$ cat src/rtl/atq_pkg.sv
// Package: shared types for the outstanding atomic tracker.
// Assumes a line can be in exactly one of the listed states.
package atq_pkg;

    // Per-line state as seen by the tracker.
    typedef enum logic [2:0] {
        LN_INV    = 3'd0,
        LN_VALID  = 3'd1,
        LN_DIRTY  = 3'd2,
        LN_WBWAIT = 3'd3,
        LN_ATOMIC = 3'd4
    } line_st_t;

    // Core request encodings.
    localparam logic [1:0] RK_READ   = 2'd0;
    localparam logic [1:0] RK_WRITE  = 2'd1;
    localparam logic [1:0] RK_ATOMIC = 2'd2;

endpackage

$ cat src/rtl/atq_trig_fifo.sv
// Module: atq_trig_fifo
// Small FIFO holding line indices of pending completion triggers.
// The head entry is consumed every cycle it is present; the owner
// guarantees no push when full.
module atq_trig_fifo #(
    parameter int DEPTH = 2,
    parameter int W     = 2,
    localparam int PTR_W = (DEPTH > 1) ? $clog2(DEPTH) : 1
) (
    input  logic         clk,
    input  logic         rst_n,
    input  logic         push,
    input  logic [W-1:0] push_data,
    output logic         head_valid,
    output logic [W-1:0] head_data,
    output logic         full
);
    logic [W-1:0]   mem [DEPTH];
    logic [PTR_W-1:0] wr_ptr, rd_ptr;
    logic [PTR_W:0]   used;
    logic             pop;

    assign head_valid = (used != '0);
    assign head_data  = mem[rd_ptr];
    assign full       = (used == (PTR_W+1)'(DEPTH));
    assign pop        = head_valid;

    // Pointer and occupancy update; reset empties the queue.
    always_ff @(posedge clk) begin
        if (!rst_n) begin
            wr_ptr <= '0;
            rd_ptr <= '0;
            used   <= '0;
        end else begin
            if (push) wr_ptr <= (wr_ptr == PTR_W'(DEPTH-1)) ? '0 : wr_ptr + 1'b1;
            if (pop)  rd_ptr <= (rd_ptr == PTR_W'(DEPTH-1)) ? '0 : rd_ptr + 1'b1;
            used <= used + (PTR_W+1)'(push) - (PTR_W+1)'(pop);
        end
    end

    // Storage write; contents need no reset.
    always_ff @(posedge clk) begin
        if (push) mem[wr_ptr] <= push_data;
    end
endmodule

$ cat src/rtl/atq_line_table.sv
// Module: atq_line_table
// Holds state and in-flight atomic count for every line, decides
// acceptance of core requests, consumes responses and evaluates the
// deferred completion trigger. Assumes one request, one response,
// one probe and one trigger at most per cycle.
module atq_line_table
    import atq_pkg::*;
#(
    parameter int LINES = 4,
    parameter int CNT_W = 4,
    localparam int IDX_W = (LINES > 1) ? $clog2(LINES) : 1
) (
    input  logic             clk,
    input  logic             rst_n,
    input  logic             req_valid,
    input  logic [1:0]       req_kind,
    input  logic [IDX_W-1:0] req_line,
    input  logic             rsp_valid,
    input  logic             rsp_is_ack,
    input  logic [IDX_W-1:0] rsp_line,
    input  logic             prb_valid,
    input  logic [IDX_W-1:0] prb_line,
    input  logic             trig_valid,
    input  logic [IDX_W-1:0] trig_line,
    output logic             req_retry,
    output logic             acc_atom,
    output logic             wb_issue,
    output logic             data_take,
    output logic             ack_take,
    output logic             trig_push
);
    localparam logic [CNT_W-1:0] CNT_MAX = {CNT_W{1'b1}};

    line_st_t   st_q  [LINES];
    logic [CNT_W-1:0] cnt_q [LINES];
    line_st_t   st_d  [LINES];
    logic [CNT_W-1:0] cnt_d [LINES];

    logic acc_wr, acc_rd;
    line_st_t req_st;
    logic [CNT_W-1:0] req_cnt;

    assign req_st  = st_q[req_line];
    assign req_cnt = cnt_q[req_line];

    // Next state of one line, highest-priority cause first.
    function automatic line_st_t next_line_state(
        line_st_t cur, logic h_atom, logic h_wr, logic h_wb, logic h_rd,
        logic h_ack, logic h_free, logic h_prb);
        if (h_atom)                            return LN_ATOMIC;
        else if (h_wr)                         return LN_DIRTY;
        else if (h_wb)                         return LN_WBWAIT;
        else if (h_rd && cur == LN_INV)        return LN_VALID;
        else if (h_ack || h_free)              return LN_INV;
        else if (h_prb && cur == LN_VALID)     return LN_INV;
        else                                   return cur;
    endfunction

    // Request acceptance decision from the addressed line's state.
    always_comb begin
        req_retry = 1'b0;
        acc_atom  = 1'b0;
        acc_wr    = 1'b0;
        acc_rd    = 1'b0;
        wb_issue  = 1'b0;
        if (req_valid) begin
            unique case (req_st)
                LN_WBWAIT: req_retry = 1'b1;
                LN_ATOMIC: begin
                    if (req_kind == RK_ATOMIC && req_cnt != CNT_MAX) acc_atom = 1'b1;
                    else req_retry = 1'b1;
                end
                LN_DIRTY: begin
                    if (req_kind == RK_ATOMIC) begin
                        req_retry = 1'b1;
                        wb_issue  = 1'b1;
                    end else if (req_kind == RK_WRITE) acc_wr = 1'b1;
                    else acc_rd = 1'b1;
                end
                default: begin
                    if (req_kind == RK_ATOMIC)     acc_atom = 1'b1;
                    else if (req_kind == RK_WRITE) acc_wr   = 1'b1;
                    else                           acc_rd   = 1'b1;
                end
            endcase
        end
    end

    // Response consumption: data needs a busy line with work in flight.
    assign data_take = rsp_valid && !rsp_is_ack &&
                       st_q[rsp_line] == LN_ATOMIC && cnt_q[rsp_line] != '0;
    assign ack_take  = rsp_valid && rsp_is_ack && st_q[rsp_line] == LN_WBWAIT;

    // Trigger is queued when the last in-flight atomic of a line returns.
    assign trig_push = data_take && cnt_q[rsp_line] == CNT_W'(1) &&
                       !(acc_atom && req_line == rsp_line);

    // Per-line next-value decode.
    for (genvar i = 0; i < LINES; i++) begin : g_line
        logic hit_req, inc, dec, freed;
        assign hit_req = (req_line == IDX_W'(i));
        assign inc     = acc_atom && hit_req;
        assign dec     = data_take && (rsp_line == IDX_W'(i));
        assign freed   = trig_valid && (trig_line == IDX_W'(i)) &&
                         st_q[i] == LN_ATOMIC && cnt_q[i] == '0 && !inc;
        assign cnt_d[i] = cnt_q[i] + CNT_W'(inc) - CNT_W'(dec);
        assign st_d[i]  = next_line_state(st_q[i], inc, acc_wr && hit_req,
                                          wb_issue && hit_req, acc_rd && hit_req,
                                          ack_take && (rsp_line == IDX_W'(i)),
                                          freed,
                                          prb_valid && (prb_line == IDX_W'(i)));
    end

    // Line state and count registers; reset invalidates all lines.
    always_ff @(posedge clk) begin
        for (int k = 0; k < LINES; k++) begin
            if (!rst_n) begin
                st_q[k]  <= LN_INV;
                cnt_q[k] <= '0;
            end else begin
                st_q[k]  <= st_d[k];
                cnt_q[k] <= cnt_d[k];
            end
        end
    end
endmodule

$ cat src/rtl/atq_out_regs.sv
// Module: atq_out_regs
// Registers every outgoing message so each appears exactly one cycle
// after the decision that produced it. Assumes the response data and
// writeback-ack takes are mutually exclusive.
module atq_out_regs #(
    parameter int IDX_W  = 2,
    parameter int ID_W   = 4,
    parameter int MASK_W = 8,
    parameter int DATA_W = 32
) (
    input  logic              clk,
    input  logic              rst_n,
    input  logic              acc_atom,
    input  logic              wb_issue,
    input  logic              data_take,
    input  logic              ack_take,
    input  logic              prb_valid,
    input  logic [IDX_W-1:0]  req_line,
    input  logic [ID_W-1:0]   req_id,
    input  logic [MASK_W-1:0] req_mask,
    input  logic [IDX_W-1:0]  rsp_line,
    input  logic [ID_W-1:0]   rsp_id,
    input  logic [DATA_W-1:0] rsp_data,
    input  logic [IDX_W-1:0]  prb_line,
    output logic              dn_valid,
    output logic [IDX_W-1:0]  dn_line,
    output logic [ID_W-1:0]   dn_id,
    output logic [MASK_W-1:0] dn_mask,
    output logic              wb_valid,
    output logic [IDX_W-1:0]  wb_line,
    output logic              cr_valid,
    output logic [IDX_W-1:0]  cr_line,
    output logic [ID_W-1:0]   cr_id,
    output logic [DATA_W-1:0] cr_data,
    output logic              done_valid,
    output logic [IDX_W-1:0]  done_line,
    output logic              prb_ack,
    output logic [IDX_W-1:0]  prb_ack_line
);
    // Valid strobes, cleared by reset.
    always_ff @(posedge clk) begin
        if (!rst_n) begin
            dn_valid   <= 1'b0;
            wb_valid   <= 1'b0;
            cr_valid   <= 1'b0;
            done_valid <= 1'b0;
            prb_ack    <= 1'b0;
        end else begin
            dn_valid   <= acc_atom;
            wb_valid   <= wb_issue;
            cr_valid   <= data_take;
            done_valid <= data_take || ack_take;
            prb_ack    <= prb_valid;
        end
    end

    // Payload fields, captured with their strobe.
    always_ff @(posedge clk) begin
        if (!rst_n) begin
            dn_line <= '0; dn_id <= '0; dn_mask <= '0; wb_line <= '0;
            cr_line <= '0; cr_id <= '0; cr_data <= '0;
            done_line <= '0; prb_ack_line <= '0;
        end else begin
            if (acc_atom) begin
                dn_line <= req_line;
                dn_id   <= req_id;
                dn_mask <= req_mask;
            end
            if (wb_issue) wb_line <= req_line;
            if (data_take) begin
                cr_line <= rsp_line;
                cr_id   <= rsp_id;
                cr_data <= rsp_data;
            end
            if (data_take || ack_take) done_line <= rsp_line;
            if (prb_valid) prb_ack_line <= prb_line;
        end
    end
endmodule

$ cat src/rtl/atq_tracker.sv
// Module: atq_tracker (top)
// Tracks atomics forwarded downstream per cache line, returns their
// data to requesters and frees the line through a deferred trigger.
// Assumes at most one request, response and probe per cycle.
module atq_tracker #(
    parameter int LINES      = 4,
    parameter int ID_W       = 4,
    parameter int MASK_W     = 8,
    parameter int DATA_W     = 32,
    parameter int CNT_W      = 4,
    parameter int TRIG_DEPTH = 2,
    localparam int IDX_W = (LINES > 1) ? $clog2(LINES) : 1
) (
    input  logic              clk,
    input  logic              rst_n,
    input  logic              req_valid,
    input  logic [1:0]        req_kind,
    input  logic [IDX_W-1:0]  req_line,
    input  logic [ID_W-1:0]   req_id,
    input  logic [MASK_W-1:0] req_mask,
    output logic              req_retry,
    output logic              dn_valid,
    output logic [IDX_W-1:0]  dn_line,
    output logic [ID_W-1:0]   dn_id,
    output logic [MASK_W-1:0] dn_mask,
    output logic              wb_valid,
    output logic [IDX_W-1:0]  wb_line,
    input  logic              rsp_valid,
    input  logic              rsp_is_ack,
    input  logic [IDX_W-1:0]  rsp_line,
    input  logic [ID_W-1:0]   rsp_id,
    input  logic [DATA_W-1:0] rsp_data,
    output logic              cr_valid,
    output logic [IDX_W-1:0]  cr_line,
    output logic [ID_W-1:0]   cr_id,
    output logic [DATA_W-1:0] cr_data,
    output logic              done_valid,
    output logic [IDX_W-1:0]  done_line,
    input  logic              prb_valid,
    input  logic [IDX_W-1:0]  prb_line,
    output logic              prb_ack,
    output logic [IDX_W-1:0]  prb_ack_line
);
    logic acc_atom, wb_issue, data_take, ack_take;
    logic trig_push, trig_full, trig_valid;
    logic [IDX_W-1:0] trig_line;

    atq_line_table #(.LINES(LINES), .CNT_W(CNT_W)) u_table (
        .clk(clk), .rst_n(rst_n),
        .req_valid(req_valid), .req_kind(req_kind), .req_line(req_line),
        .rsp_valid(rsp_valid), .rsp_is_ack(rsp_is_ack), .rsp_line(rsp_line),
        .prb_valid(prb_valid), .prb_line(prb_line),
        .trig_valid(trig_valid), .trig_line(trig_line),
        .req_retry(req_retry), .acc_atom(acc_atom), .wb_issue(wb_issue),
        .data_take(data_take), .ack_take(ack_take), .trig_push(trig_push)
    );

    atq_trig_fifo #(.DEPTH(TRIG_DEPTH), .W(IDX_W)) u_trig (
        .clk(clk), .rst_n(rst_n),
        .push(trig_push), .push_data(rsp_line),
        .head_valid(trig_valid), .head_data(trig_line), .full(trig_full)
    );

    atq_out_regs #(.IDX_W(IDX_W), .ID_W(ID_W), .MASK_W(MASK_W), .DATA_W(DATA_W)) u_out (
        .clk(clk), .rst_n(rst_n),
        .acc_atom(acc_atom), .wb_issue(wb_issue), .data_take(data_take),
        .ack_take(ack_take), .prb_valid(prb_valid),
        .req_line(req_line), .req_id(req_id), .req_mask(req_mask),
        .rsp_line(rsp_line), .rsp_id(rsp_id), .rsp_data(rsp_data),
        .prb_line(prb_line),
        .dn_valid(dn_valid), .dn_line(dn_line), .dn_id(dn_id), .dn_mask(dn_mask),
        .wb_valid(wb_valid), .wb_line(wb_line),
        .cr_valid(cr_valid), .cr_line(cr_line), .cr_id(cr_id), .cr_data(cr_data),
        .done_valid(done_valid), .done_line(done_line),
        .prb_ack(prb_ack), .prb_ack_line(prb_ack_line)
    );
endmodule

$ cat config.mk
export PLATFORM = sky130hd
export DESIGN_NAME = atq_tracker
export DESIGN_NICKNAME = d
export VERILOG_FILES = /design/src/rtl/atq_pkg.sv /design/src/rtl/atq_trig_fifo.sv /design/src/rtl/atq_line_table.sv /design/src/rtl/atq_out_regs.sv /design/src/rtl/atq_tracker.sv
export SDC_FILE = /design/constraint.sdc
export NUM_CORES = 1
export LEC_CHECK = 0
export ABC_AREA = 1
export BUFFER_PORTS_ARGS = -buffer_cell sky130_fd_sc_hd__buf_4
export CELL_PAD_IN_SITES_DETAIL_PLACEMENT = 0
export CELL_PAD_IN_SITES_GLOBAL_PLACEMENT = 1
export CORE_MARGIN = 1.5
export CORE_UTILIZATION = 35
export DETAILED_ROUTE_END_ITERATION = 7
export PLACE_DENSITY = 0.78
export SLEW_MARGIN = 20
export SYNTH_ARGS = -nofsm -noshare
export SYNTH_HDL_FRONTEND = slang
export SYNTH_HIERARCHICAL = 1
export SYNTH_SLANG_ARGS = --single-unit
$ cat constraint.sdc
create_clock -name clk -period 7.1 [get_ports clk]
set_clock_uncertainty 0.2 [all_clocks]
set_input_delay 0.355 -clock clk [delete_from_list [all_inputs] [get_ports clk]]
set_output_delay 0.355 -clock clk [all_outputs]
set_load 0.01 [all_outputs]
# Word level (Yosys, flattened, before mapping)
# Memory sizes are Yosys's and may differ from the RTL's. A register that Yosys moved wholly into a read port is not among the register bits.
# Index checks and enable logic that the tools add are counted.
[classes]
mux = 57
addsub = 12
n_bitwise = 8
n_reduce_logical = 88
eq_ne = 30
[ops]
columns = ["cell", "n"]
rows = [
  ["3-bit two-way mux", 28],
  ["1-bit logical AND", 61],
  ["1-bit two-way mux", 23],
  ["2-bit equality test (second input constant)", 9],
  ["3-bit equality test (second input constant)", 6],
  ["4-bit by 1-bit adder with 4-bit output", 4],
  ["4-bit zero test", 4],
  ["4-bit two-way mux", 4],
  ["4-bit by 1-bit subtractor with 4-bit output", 4],
  ["3-bit by 1-bit equality test with 1-bit output (second input constant)", 4],
  ["3-bit zero test", 4],
  ["2-bit by 1-bit equality test with 1-bit output (second input constant)", 5],
  ["3-bit by 2-bit equality test with 1-bit output (second input constant)", 3],
  ["2-bit zero test", 4],
  ["1-bit OR", 8],
  ["1-bit zero test", 6],
  ["1-bit logical OR", 5],
  ["4-bit by 1-bit equality test with 1-bit output (second input constant)", 1],
  ["4-bit != test (second input constant)", 1],
  ["4-bit nonzero test", 1],
  ["2-bit OR reduction", 2],
  ["1-bit one-hot mux with 3 select lines", 1],
  ["1-bit adder (second input constant)", 2],
  ["2-bit by 1-bit adder with 2-bit output", 1],
  ["other kinds (4)", 4],
]
[word_totals]
out_inout_bits = 64
inputBits = 62
ramBits = 32
regBits = 67
n_memories = 3
[memory_table]
columns = ["memory", "words", "word_bits", "rd", "rd_ports_with_merged_regs", "write_ports", "line_no", "rtl"]
rows = [
  ["u_table.cnt_q", 4, 4, 6, 0, 4, "atq_line_table.sv:35", "logic [CNT_W-1:0] cnt_q [LINES];"],
  ["u_table.st_q", 4, 3, 6, 0, 4, "atq_line_table.sv:34", "line_st_t st_q [LINES];"],
  ["u_trig.mem", 2, 2, 1, 1, 1, "atq_trig_fifo.sv:18", "logic [W-1:0] mem [DEPTH];"],
]

# Depth between registers and ports, before layout
# Gate-level depths: netlist of the first run.
# An unclocked memory read counts as a cell.
[logic_depth]
ltp_word = 16
mapped_depth = 20
mapped_depth_nobuf = 20

# Modules after synthesis
# The synthesis of the first run kept the hierarchy.
[modules_own_cells]
columns = ["module", "cells_per_inst", "area_per_inst_um2", "instances"]
rows = [
  ["atq_line_table", 417, 2671.3, 1],
  ["atq_out_regs", 273, 2164.6, 1],
  ["atq_trig_fifo", 40, 352.8, 1],
]

# Least setup slack after synthesis of the first run
# OpenSTA, ideal clock, no wires.
[synth_path]
kind = "input-to-reg"
startpoint = "input port rsp_line[0]"
endpoint = "memory u_table.cnt_q[0][2]"
t_arrival_ps = 2313
path_buffers = 0
setup_ps = 128
t_required_ps = 6772
path_slack_ps = 4459
path_stages = 16
cell_sequence = "nor2_1 > inv_1 > o21ai_0 > nor2_1 > nand2_1 > a21oi_1 > nand3_1 > inv_1 > o21ai_1 > nor2_1 > ha_1 > inv_1 > ha_1 > fa_1 > xnor2_1 > nor2_1"
[synth_rtl]
columns = ["element", "line_no", "rtl"]
rows = [
  ["from (decl)", "atq_tracker.sv:30", "input logic [IDX_W-1:0] rsp_line,"],
  ["to (decl)", "atq_line_table.sv:35", ""],
]

==> results of run 1 <==
-- flip-flops by register name, indices dropped and copies added, names as in the netlist, 2 cells and up, named ones only --
signal and flops:
u_trig/mem 4, u_out/wb_line 2, u_out/dn_id 4, u_table/cnt_q 16, u_out/cr_id 4, u_out/prb_ack_line 2
u_table/st_q 12, u_out/cr_data 32, u_out/dn_line 2, u_out/cr_line 2, u_trig/used 2, u_out/dn_mask 8
u_out/done_line 2
-- stage by stage --
stage	cells	cell area (sq um)	utilization, %	hold WS, ps
3_3_place_gp	1013	6180	42.7	267
4_1_cts	1029	6490	44.8	8.38
3_5_place_dp	1013	6180	42.7	278
2_1_floorplan	729	5180	-	248
6_report	1029	6490	44.8	14.1
5_1_grt	1029	6490	44.8	10.9
-- layout by cell type (no fill, tap or decap), drive strengths merged --
| master | count |
|---|---|
| a22oi | 1 |
| fa | 4 |
| o22ai | 2 |
| ha | 23 |
| edfxtp | 4 |
| dfxtp | 96 |
| clkinv | 1 |
| clkbuf | 10 |
| buf | 126 |
| xnor2 | 2 |
| inv | 100 |
| nand3 | 42 |
| o21ai | 71 |
| nor3 | 5 |
| a21oi | 23 |
| nand4 | 11 |
| o21a | 3 |
| nor4 | 1 |
| a21o | 1 |
| a211oi | 3 |
| nor2 | 180 |
| o31ai | 3 |
| and2 | 1 |
| nand2 | 127 |
| bufinv | 1 |
| o2111ai | 1 |
| xor2 | 3 |
-- cell type report --
type / instances / area, sq um
clock buffer: 10 / 239
clock inverter: 6 / 76.3
fill: 1538 / 7990
inverter: 96 / 365
multi-input combinational: 507 / 2590
sequential: 100 / 2040
tap: 184 / 230
timing repair buffer: 126 / 946
-- routing by layer --
| layer | up-vias | share of wire (%) | wire (um) |
|---|---|---|---|
| met1 | 2209 | 46 | 6670 |
| met3 | 15 | 7.0 | 1020 |
| met5 | - | 0 | 0 |
| met2 | 138 | 45 | 6540 |
| met4 | 0 | 1.5 | 220 |
| li1 | 2521 | - | - |
-- critical path: stages (launching register included) --
cell	delay (ps)
sky130_fd_sc_hd__dfxtp_1	480
sky130_fd_sc_hd__inv_1	150
sky130_fd_sc_hd__o22ai_1	150
sky130_fd_sc_hd__nor2_1	70
sky130_fd_sc_hd__nand2_1	60
sky130_fd_sc_hd__a21oi_1	40
sky130_fd_sc_hd__nand3_1	100
sky130_fd_sc_hd__inv_1	40
sky130_fd_sc_hd__o21ai_1	210
sky130_fd_sc_hd__nor2_1	110
sky130_fd_sc_hd__ha_1	290
sky130_fd_sc_hd__inv_1	40
sky130_fd_sc_hd__ha_1	200
sky130_fd_sc_hd__fa_1	380
sky130_fd_sc_hd__xnor2_1	160
sky130_fd_sc_hd__nor2_1	50
-- worst max path at each step --
stage                                          from                        endpoint  slack (ps)
finish              u_table/st_q[0][1]$_SDFFE_PP0P_  u_table/cnt_q[0][2]$_SDFF_PN0_        4250
global route                            rsp_line[0]  u_table/cnt_q[2][3]$_SDFF_PN0_        3930
CTS                 u_table/st_q[0][1]$_SDFFE_PP0P_  u_table/cnt_q[0][2]$_SDFF_PN0_        4260
global placement                        rsp_line[0]  u_table/cnt_q[0][2]$_SDFF_PN0_        3970
floorplan                               rsp_line[0]  u_table/cnt_q[0][2]$_SDFF_PN0_        4460
detailed placement                      rsp_line[0]  u_table/cnt_q[0][2]$_SDFF_PN0_        3940
-- power breakdown --
part           switching (mW)  total (mW)  internal [mW]
Sequential            0.00600       0.578          0.572
Clock                   0.235       0.525          0.290
Combinational          0.0602       0.106         0.0455
==> impl_metrics.env, run 1 <==
export IMPL_status="finished clean"
export IMPL_total_power_mw=1.21
export IMPL_post_drt_via_cell_ratio=4.75
export IMPL_htree_num_levels=3
export IMPL_hold_path_endpoint="u_out/cr_data[2]$_SDFFE_PN0P_"
export IMPL_crit_reg2reg_launch="u_table/st_q[0][1]$_SDFFE_PP0P_"
export IMPL_met3_usage_pct=5.50
export IMPL_routed_via_count=4883
export IMPL_synth_avg_cell_area_sq_um=7.11
export IMPL_grt_antenna_before_repair=0
export IMPL_final_period_utilization_pct=40.1
export IMPL_grt_first_pass_wirelength_um=23900
export IMPL_dp_hpwl_um=10300
export IMPL_cap_viol_max_count=0
export IMPL_postCtsSetupRepairBufs=0
export IMPL_synthToLayoutAreaGrowth_pct=25.2
export IMPL_rsz0062_at_grt="no"
export IMPL_drt_first_pass_iters=5
export IMPL_timing_final_crit_period_ps=2850
export IMPL_place_worst_setup_slack_ps=3940
export IMPL_reg_to_reg_critical_path_endpoint="u_table/cnt_q[0][2]$_SDFF_PN0_"
export IMPL_dr_first_iter_drc_count=278
export IMPL_busiest_metal_layer_after_global_routing="met2"
export IMPL_critical_path_startpoint_type="register"
export IMPL_relative_slew_margins_pct=46.7
export IMPL_remaining_drc_errors=0
export IMPL_worst_slew_pin_transition_ps=800
export IMPL_post_syn_area_sq_mm=0.00518
export IMPL_hold_viol=0
export IMPL_synth_yosys_warnings=6
export IMPL_fp_row_count=44
export IMPL_hold_start="rsp_data[2]"
export IMPL_met2_usage_pct=30.0
export IMPL_setup_total_negative_slack_ps=0
export IMPL_hold_buf_cts=0
export IMPL_register_to_register_path_setup_slack_ps=4250
export IMPL_ctsLongestPathBuffers=2
export IMPL_cts_clk_slew_worst_paths_ps=70
export IMPL_gp_routability_congestion=0.875
export IMPL_layout_drive_gt1_share_pct=20.4
export IMPL_timing_reg2reg_worst_path_depth=15
export IMPL_grt_pass1_vias=4688
export IMPL_clock_latency_ps=350
export IMPL_final_net_count=929
export IMPL_route_final_wire_length_um=14500
export IMPL_mappedNetlistNets=818
export IMPL_setup_viol=0
export IMPL_cts_tree="done"
export IMPL_finalMaxSlewViolations=0
export IMPL_ir_drop_v=0.000115
export IMPL_detail_route_wl_per_cell_um=14.0
export IMPL_initial_utilization_pct=35.8
export IMPL_grt_start_max_net_pins=86
export IMPL_gr_total_overflow=0
export IMPL_cts_resized_gates=0
export IMPL_cts_sink_count=100
export IMPL_numCtsBuffers=9
export IMPL_worst_endpoint_required_ps=7130
export IMPL_use_met1_pct=24.7
export IMPL_critical_path_max_fanout=6
export IMPL_cp_arrival_ps=2880
export IMPL_timing_hold_worst_class="primary input to register"
export IMPL_netlist_instances=729
export IMPL_num_io_pins=126
export IMPL_ant_nets=0
export IMPL_hold_depth=3
export IMPL_port_buffers=125
export IMPL_die_h_um=125
export IMPL_power_static_leakage_nw=3.22
export IMPL_nature_of_the_critical_path_endpoint="register"
export IMPL_cts_root_buf="sky130_fd_sc_hd__clkbuf_16"
export IMPL_kind_of_critical_path="register to register"
export IMPL_cellPowerDensity_mw_per_mm2=186
export IMPL_antenna_cells=0
export IMPL_floorplan_die_area_sq_mm=0.0156
export IMPL_core_sq_mm=0.0145
export IMPL_post_route_worst_setup_slack_ps=4250
export IMPL_grt_total_usage_pct=18.8
export IMPL_die_w_um=125
export IMPL_max_freq_mhz=351
Note: power is estimated with default switching activity, not from simulation.
==> inputs of run 2 (changes only) <==
Settings changed: ABC_AREA 1 to 0, PLACE_DENSITY 0.78 to 0.76.
Clock period 7.1 ns to 2.4 ns, I/O delays scaled along.
==> impl_metrics.env, run 2 <==
export IMPL_setup_viol=61
export IMPL_worst_endpoint_required_ps=2440
export IMPL_mappedNetlistNets=568
export IMPL_nature_of_the_critical_path_endpoint="register"
export IMPL_hold_ws_ps=43.4
export IMPL_cap_viol_max_count=0
export IMPL_kind_of_critical_path="register to register"
export IMPL_gp_routability_congestion=0.938
export IMPL_htree_num_levels=3
export IMPL_grt_total_usage_pct=20.8
export IMPL_die_h_um=123
export IMPL_netlist_instances=479
export IMPL_setup_total_negative_slack_ps=-11520
export IMPL_hold_viol=0
export IMPL_post_syn_area_sq_mm=0.00500
export IMPL_biggest_registers_after_layout="u_out/cr_data: 32 flops, u_table/cnt_q: 16 flops, u_table/st_q: 12 flops"
export IMPL_power_static_leakage_nw=3.23
export IMPL_relative_slew_margins_pct=58.5
export IMPL_post_route_worst_setup_slack_ps=-384
export IMPL_cts_root_buf="sky130_fd_sc_hd__clkbuf_16"
export IMPL_fp_row_count=43
export IMPL_mostFrequentLayoutCells="194 x sky130_fd_sc_hd__buf_4, 87 x sky130_fd_sc_hd__dfxtp_1, 60 x sky130_fd_sc_hd__nor2b_1, 56 x sky130_fd_sc_hd__dlygate4sd3_1, 49 x sky130_fd_sc_hd__mux2i_1"
export IMPL_rsz0062_at_grt="yes"
export IMPL_numCtsBuffers=9
export IMPL_numPlacedInstances=832
export IMPL_cts_clk_slew_worst_paths_ps=70
export IMPL_timing_hold_worst_class="primary input to register"
export IMPL_core_sq_mm=0.0139
export IMPL_antenna_cells=0
export IMPL_grt_start_max_net_pins=49
export IMPL_layout_drive_gt1_share_pct=41.9
export IMPL_violations="setup timing"
export IMPL_port_buffers=125
export IMPL_worst_slew_pin_transition_ps=614
export IMPL_max_freq_mhz=359
export IMPL_final_core_utilization_pct=57.5
export IMPL_synth_yosys_warnings=6
export IMPL_dr_first_iter_drc_count=255
export IMPL_finalMaxSlewViolations=0
export IMPL_remaining_drc_errors=0
export IMPL_die_w_um=123
export IMPL_cts_tree="done"
export IMPL_gr_total_overflow=0
export IMPL_synthToLayoutAreaGrowth_pct=60.2
export IMPL_clock_latency_ps=340
export IMPL_post_drt_via_cell_ratio=4.89
export IMPL_ir_drop_v=0.000373
export IMPL_final_cell_count_no_fill=924
export IMPL_cts_sink_count=100
export IMPL_cp_arrival_ps=2820
export IMPL_ant_nets=0
export IMPL_ctsLongestPathBuffers=2
export IMPL_initial_utilization_pct=35.9
export IMPL_grt_antenna_before_repair=0
export IMPL_status="finished with violations"
export IMPL_detail_route_wl_per_cell_um=17.2
export IMPL_grt_first_pass_wirelength_um=24000
export IMPL_floorplan_die_area_sq_mm=0.0150
export IMPL_critical_path_startpoint_type="register"
export IMPL_dp_hpwl_um=10800
export IMPL_num_io_pins=126
export IMPL_synth_avg_cell_area_sq_um=10.4
export IMPL_final_period_utilization_pct=116
export IMPL_final_net_count=828
export IMPL_post_dp_cell_area_sq_mm=0.00661
export IMPL_timing_final_crit_period_ps=2780
export IMPL_routed_via_count=4516
export IMPL_cellPowerDensity_mw_per_mm2=460
export IMPL_max_flop_register="u_out/cr_data"
export IMPL_critical_path_max_fanout=5
export IMPL_route_final_wire_length_um=15900
export IMPL_most_common_library_cell_in_the_layout_ignoring_fill_and_taps="sky130_fd_sc_hd__buf_4"
export IMPL_stdcell_area_sq_mm=0.00802
export IMPL_largest_register_ff_count=32
export IMPL_drt_first_pass_iters=4
export IMPL_grt_pass1_vias=4675
[run 2: changes by cell type in the layout (fill, tap and decap cells not counted), sizes merged, moves of 15 or more]
| cell | change |
|---|---|
| a21oi | -15 |
| buf | +86 |
| dlygate4sd3 | +56 |
| inv | -66 |
| mux2i | +57 |
| nand2 | -110 |
| nand3 | -36 |
| nor2 | -162 |
| nor2b | +65 |
| o21ai | -66 |
[run 2: routing by layer]
layer  GRT usage (%)  share of wire, %
met1            25.0                42
met3            5.95               6.3
met4            8.50               2.4
met2            34.8                50
met5               0                 0
[run 2: metrics by stage]
| step | worst slack (ps) | power, mW |
|---|---|---|
| floorplan | -300 | 1.91 |
| global placement | -373 | 2.11 |
| detailed placement | -456 | 2.12 |
| CTS | -376 | 3.72 |
| global route | -496 | 3.83 |
| finish | -384 | 3.69 |
[run 2: what timing repair did]
item / in CTS / in global routing
gates cloned: 0 / 5
endpoints found under the hold margin: 61 / 0
pin swaps: 13 / 13
hold buffers: 56 / 0
gates resized for setup: 38 / 40
buffers inserted: 11 / 5
setup endpoints to repair: 23 / 84
[run 2: cell type report]
cell class                      count  area (sq um)
Clock buffer                        9           225
Clock inverter                      7          85.1
Fill cell                        1126          5920
Inverter                           35           145
Multi-Input combinational cell    321          2900
Sequential cell                   100          2050
Tap cell                          180           225
Timing Repair Buffer              272          2380
[run 2: worst paths after layout]
check,depth (start not counted),slack [ps],end,from
min reg2reg,2,270,u_out/done_line[0]$_SDFFE_PN0P_,u_out/done_line[0]$_SDFFE_PN0P_
min,4,40,u_table/st_q[3][1]$_SDFFE_PP0P_,req_line[0]
max,12,-380,u_table/cnt_q[2][3]$_SDFF_PN0_,u_table/st_q[1][0]$_SDFFE_PP0P_
max reg2reg,12,-380,u_table/cnt_q[2][3]$_SDFF_PN0_,u_table/st_q[1][0]$_SDFFE_PP0P_
[run 2: report_power, final]
part | switching [mW] | internal, mW
sequential | 0.0147 | 1.69
combinational | 0.203 | 0.278
clock | 0.676 | 0.825
total | 0.894 | 2.79
[run 2: critical path: stages, from the launching register on]
cell,delay (ps)
sky130_fd_sc_hd__dfxtp_2,320
sky130_fd_sc_hd__buf_6,110
sky130_fd_sc_hd__mux4_2,510
sky130_fd_sc_hd__nor3_4,240
sky130_fd_sc_hd__o21ai_4,130
sky130_fd_sc_hd__nor2b_2,140
sky130_fd_sc_hd__ha_1,190
sky130_fd_sc_hd__inv_1,50
sky130_fd_sc_hd__ha_1,280
sky130_fd_sc_hd__a21o_1,160
sky130_fd_sc_hd__a21oi_1,160
sky130_fd_sc_hd__xnor2_1,130
sky130_fd_sc_hd__nor2_1,50
==> inputs of run 3 (changes only) <==
--- a/constraint.sdc
+++ b/constraint.sdc
@@ -4,2 +4,2 @@
 set_output_delay 0.12 -clock clk [all_outputs]
-set_load 0.01 [all_outputs]
+set_load 0.1 [all_outputs]
==> impl_metrics.env, run 3 (same netlist as run 2, synthesis figures left out) <==
export IMPL_status="finished with violations"
export IMPL_routed_via_count=4512
export IMPL_largest_register_ff_count=32
export IMPL_die_h_um=123
export IMPL_share_clk_of_total_power_pct=38.0
export IMPL_grt_antenna_before_repair=0
export IMPL_multi_input_area_sq_mm=0.00291
export IMPL_total_power_mw=3.66
export IMPL_numCtsBuffers=9
export IMPL_worst_endpoint_required_ps=2450
export IMPL_layout_drive_gt1_share_pct=40.9
export IMPL_post_dp_cell_area_sq_mm=0.00667
export IMPL_die_w_um=123
export IMPL_power_share_switching_pct=26.2
export IMPL_detail_route_wl_per_cell_um=16.6
export IMPL_htree_num_levels=3
export IMPL_critical_path_startpoint_type="register"
export IMPL_remaining_drc_errors=0
export IMPL_synthToLayoutAreaGrowth_pct=55.7
export IMPL_route_final_wire_length_um=15000
export IMPL_cap_viol_max_count=0
export IMPL_p_sw_mw=0.959
export IMPL_timing_hold_worst_class="primary input to register"
export IMPL_post_route_worst_setup_slack_ps=-410
export IMPL_cts_sink_count=100
export IMPL_share_comb_of_total_power_pct=15.4
export IMPL_most_common_library_cell_in_the_layout_ignoring_fill_and_taps="sky130_fd_sc_hd__buf_4"
export IMPL_fp_row_count=43
export IMPL_p_int_mw=2.70
export IMPL_rsz0062_at_grt="yes"
export IMPL_core_sq_mm=0.0139
export IMPL_final_period_utilization_pct=117
export IMPL_kind_of_critical_path="register to register"
export IMPL_cts_tree="done"
export IMPL_grt_first_pass_wirelength_um=23200
export IMPL_ctsLongestPathBuffers=2
export IMPL_max_freq_mhz=356
export IMPL_ir_drop_v=0.000398
export IMPL_cts_root_buf="sky130_fd_sc_hd__clkbuf_16"
export IMPL_critical_path_max_fanout=5
export IMPL_post_drt_via_cell_ratio=4.97
export IMPL_cellPowerDensity_mw_per_mm2=470
export IMPL_num_io_pins=126
export IMPL_hold_viol=0
export IMPL_cp_arrival_ps=2860
export IMPL_antenna_cells=0
export IMPL_biggest_registers_after_layout="u_out/cr_data: 32 flops, u_table/cnt_q: 16 flops, u_table/st_q: 12 flops"
export IMPL_worst_slew_pin_transition_ps=796
export IMPL_setup_viol=21
export IMPL_clock_latency_ps=350
export IMPL_nature_of_the_critical_path_endpoint="register"
export IMPL_numPlacedInstances=834
export IMPL_port_buffers=125
export IMPL_power_share_sequential_pct=46.6
export IMPL_max_flop_register="u_out/cr_data"
export IMPL_dr_first_iter_drc_count=279
export IMPL_timing_final_crit_period_ps=2810
export IMPL_grt_start_max_net_pins=83
export IMPL_mostFrequentLayoutCells="190 x sky130_fd_sc_hd__buf_4, 88 x sky130_fd_sc_hd__dfxtp_1, 63 x sky130_fd_sc_hd__nor2b_1, 54 x sky130_fd_sc_hd__mux2i_1, 52 x sky130_fd_sc_hd__dlygate4sd3_1"
export IMPL_power_static_leakage_nw=3.12
export IMPL_cts_clk_slew_worst_paths_ps=70
export IMPL_grt_pass1_vias=4671
export IMPL_grt_total_usage_pct=20.3
export IMPL_final_cell_count_no_fill=908
export IMPL_initial_utilization_pct=35.9
export IMPL_hold_ws_ps=31.2
export IMPL_violations="setup timing"
export IMPL_finalMaxSlewViolations=0
export IMPL_relative_slew_margins_pct=46.6
export IMPL_drt_first_pass_iters=5
export IMPL_layout_filler_cells=1166
export IMPL_seqCellArea_sq_mm=0.00205
export IMPL_final_net_count=812
export IMPL_gp_routability_congestion=0.880
export IMPL_gr_total_overflow=0
export IMPL_floorplan_die_area_sq_mm=0.0150
export IMPL_ant_nets=0
export IMPL_dp_hpwl_um=10600
export IMPL_stdcell_area_sq_mm=0.00779
run 3: changes by cell type in the layout (fill, tap and decap cells not counted), moves of 2 or more:
cell / previous run / this run
sky130_fd_sc_hd__buf_4: 194 / 190
sky130_fd_sc_hd__nor2b_2: 3 / 0
sky130_fd_sc_hd__clkbuf_16: 13 / 10
sky130_fd_sc_hd__buf_6: 10 / 5
sky130_fd_sc_hd__mux2i_1: 49 / 54
sky130_fd_sc_hd__mux2i_2: 7 / 3
sky130_fd_sc_hd__clkinv_8: 2 / 0
sky130_fd_sc_hd__nor2b_1: 60 / 63
sky130_fd_sc_hd__dlygate4sd3_1: 56 / 52
run 3: final cells by class:
cell class | count | share of cell area (%)
Clock buffer | 11 | 3.12
Clock inverter | 5 | 0.450
Inverter | 35 | 1.83
Multi-Input combinational cell | 321 | 37.3
Sequential cell | 100 | 26.3
Tap cell | 180 | 2.89
Timing Repair Buffer | 256 | 28.0
run 3: metal layers:
metal	vias to the layer above	share of wire [%]	GRT usage, %
met5	-	0	0
li1	2160	-	-
met3	34	8.1	6.09
met1	2118	41	24.0
met2	200	49	34.6
met4	0	2.4	7.49
run 3: power by group through the flow:
stage / registers (mW) / clock network [mW] / logic (mW)
detailed placement: 1.74 / 0 / 0.470
finish: 1.71 / 1.39 / 0.565
CTS: 1.70 / 1.42 / 0.544
floorplan: 1.84 / 0 / 0.166
global placement: 1.74 / 0 / 0.464
global route: 1.71 / 1.49 / 0.594
run 3: through the flow:
step	TNS [ps]	util, %	setup slack [ps]
final	-6540	55.9	-410
after global routing	-9060	55.9	-483
after CTS	-6320	54.2	-365
after detailed placement	-7980	47.9	-488
after global placement	-6350	47.9	-394
after floorplan	-3980	-	-300
run 3: worst paths after layout:
| check | cells after the start | slack, ps | to | start |
|---|---|---|---|---|
| hold / removal | 3 | 30 | u_table/st_q[1][2]$_SDFFE_PN0P_ | req_valid |
| hold reg to reg | 2 | 260 | u_out/done_line[0]$_SDFFE_PN0P_ | u_out/done_line[0]$_SDFFE_PN0P_ |
| setup / recovery | 9 | -410 | u_table/cnt_q[0][1]$_SDFF_PN0_ | u_table/st_q[2][0]$_SDFFE_PP0P_ |
| setup reg to reg | 9 | -410 | u_table/cnt_q[0][1]$_SDFF_PN0_ | u_table/st_q[2][0]$_SDFFE_PP0P_ |
run 3: timing repair:
item,in CTS,in global routing
gates cloned,0,1
gates resized for setup,19,47
pin swaps,22,25
setup endpoints to repair,29,83
hold endpoints to repair,53,0
hold buffers,52,0
setup buffers,5,4
run 3: critical path, stage by stage (launching register included):
cell and delay (ps):
sky130_fd_sc_hd__dfxtp_2 340, sky130_fd_sc_hd__mux4_2 500, sky130_fd_sc_hd__nor3_4 250, sky130_fd_sc_hd__o21ai_4 110, sky130_fd_sc_hd__nor3_2 220, sky130_fd_sc_hd__ha_2 310, sky130_fd_sc_hd__inv_2 60, sky130_fd_sc_hd__ha_4 130
sky130_fd_sc_hd__fa_2 410, sky130_fd_sc_hd__and2_1 160
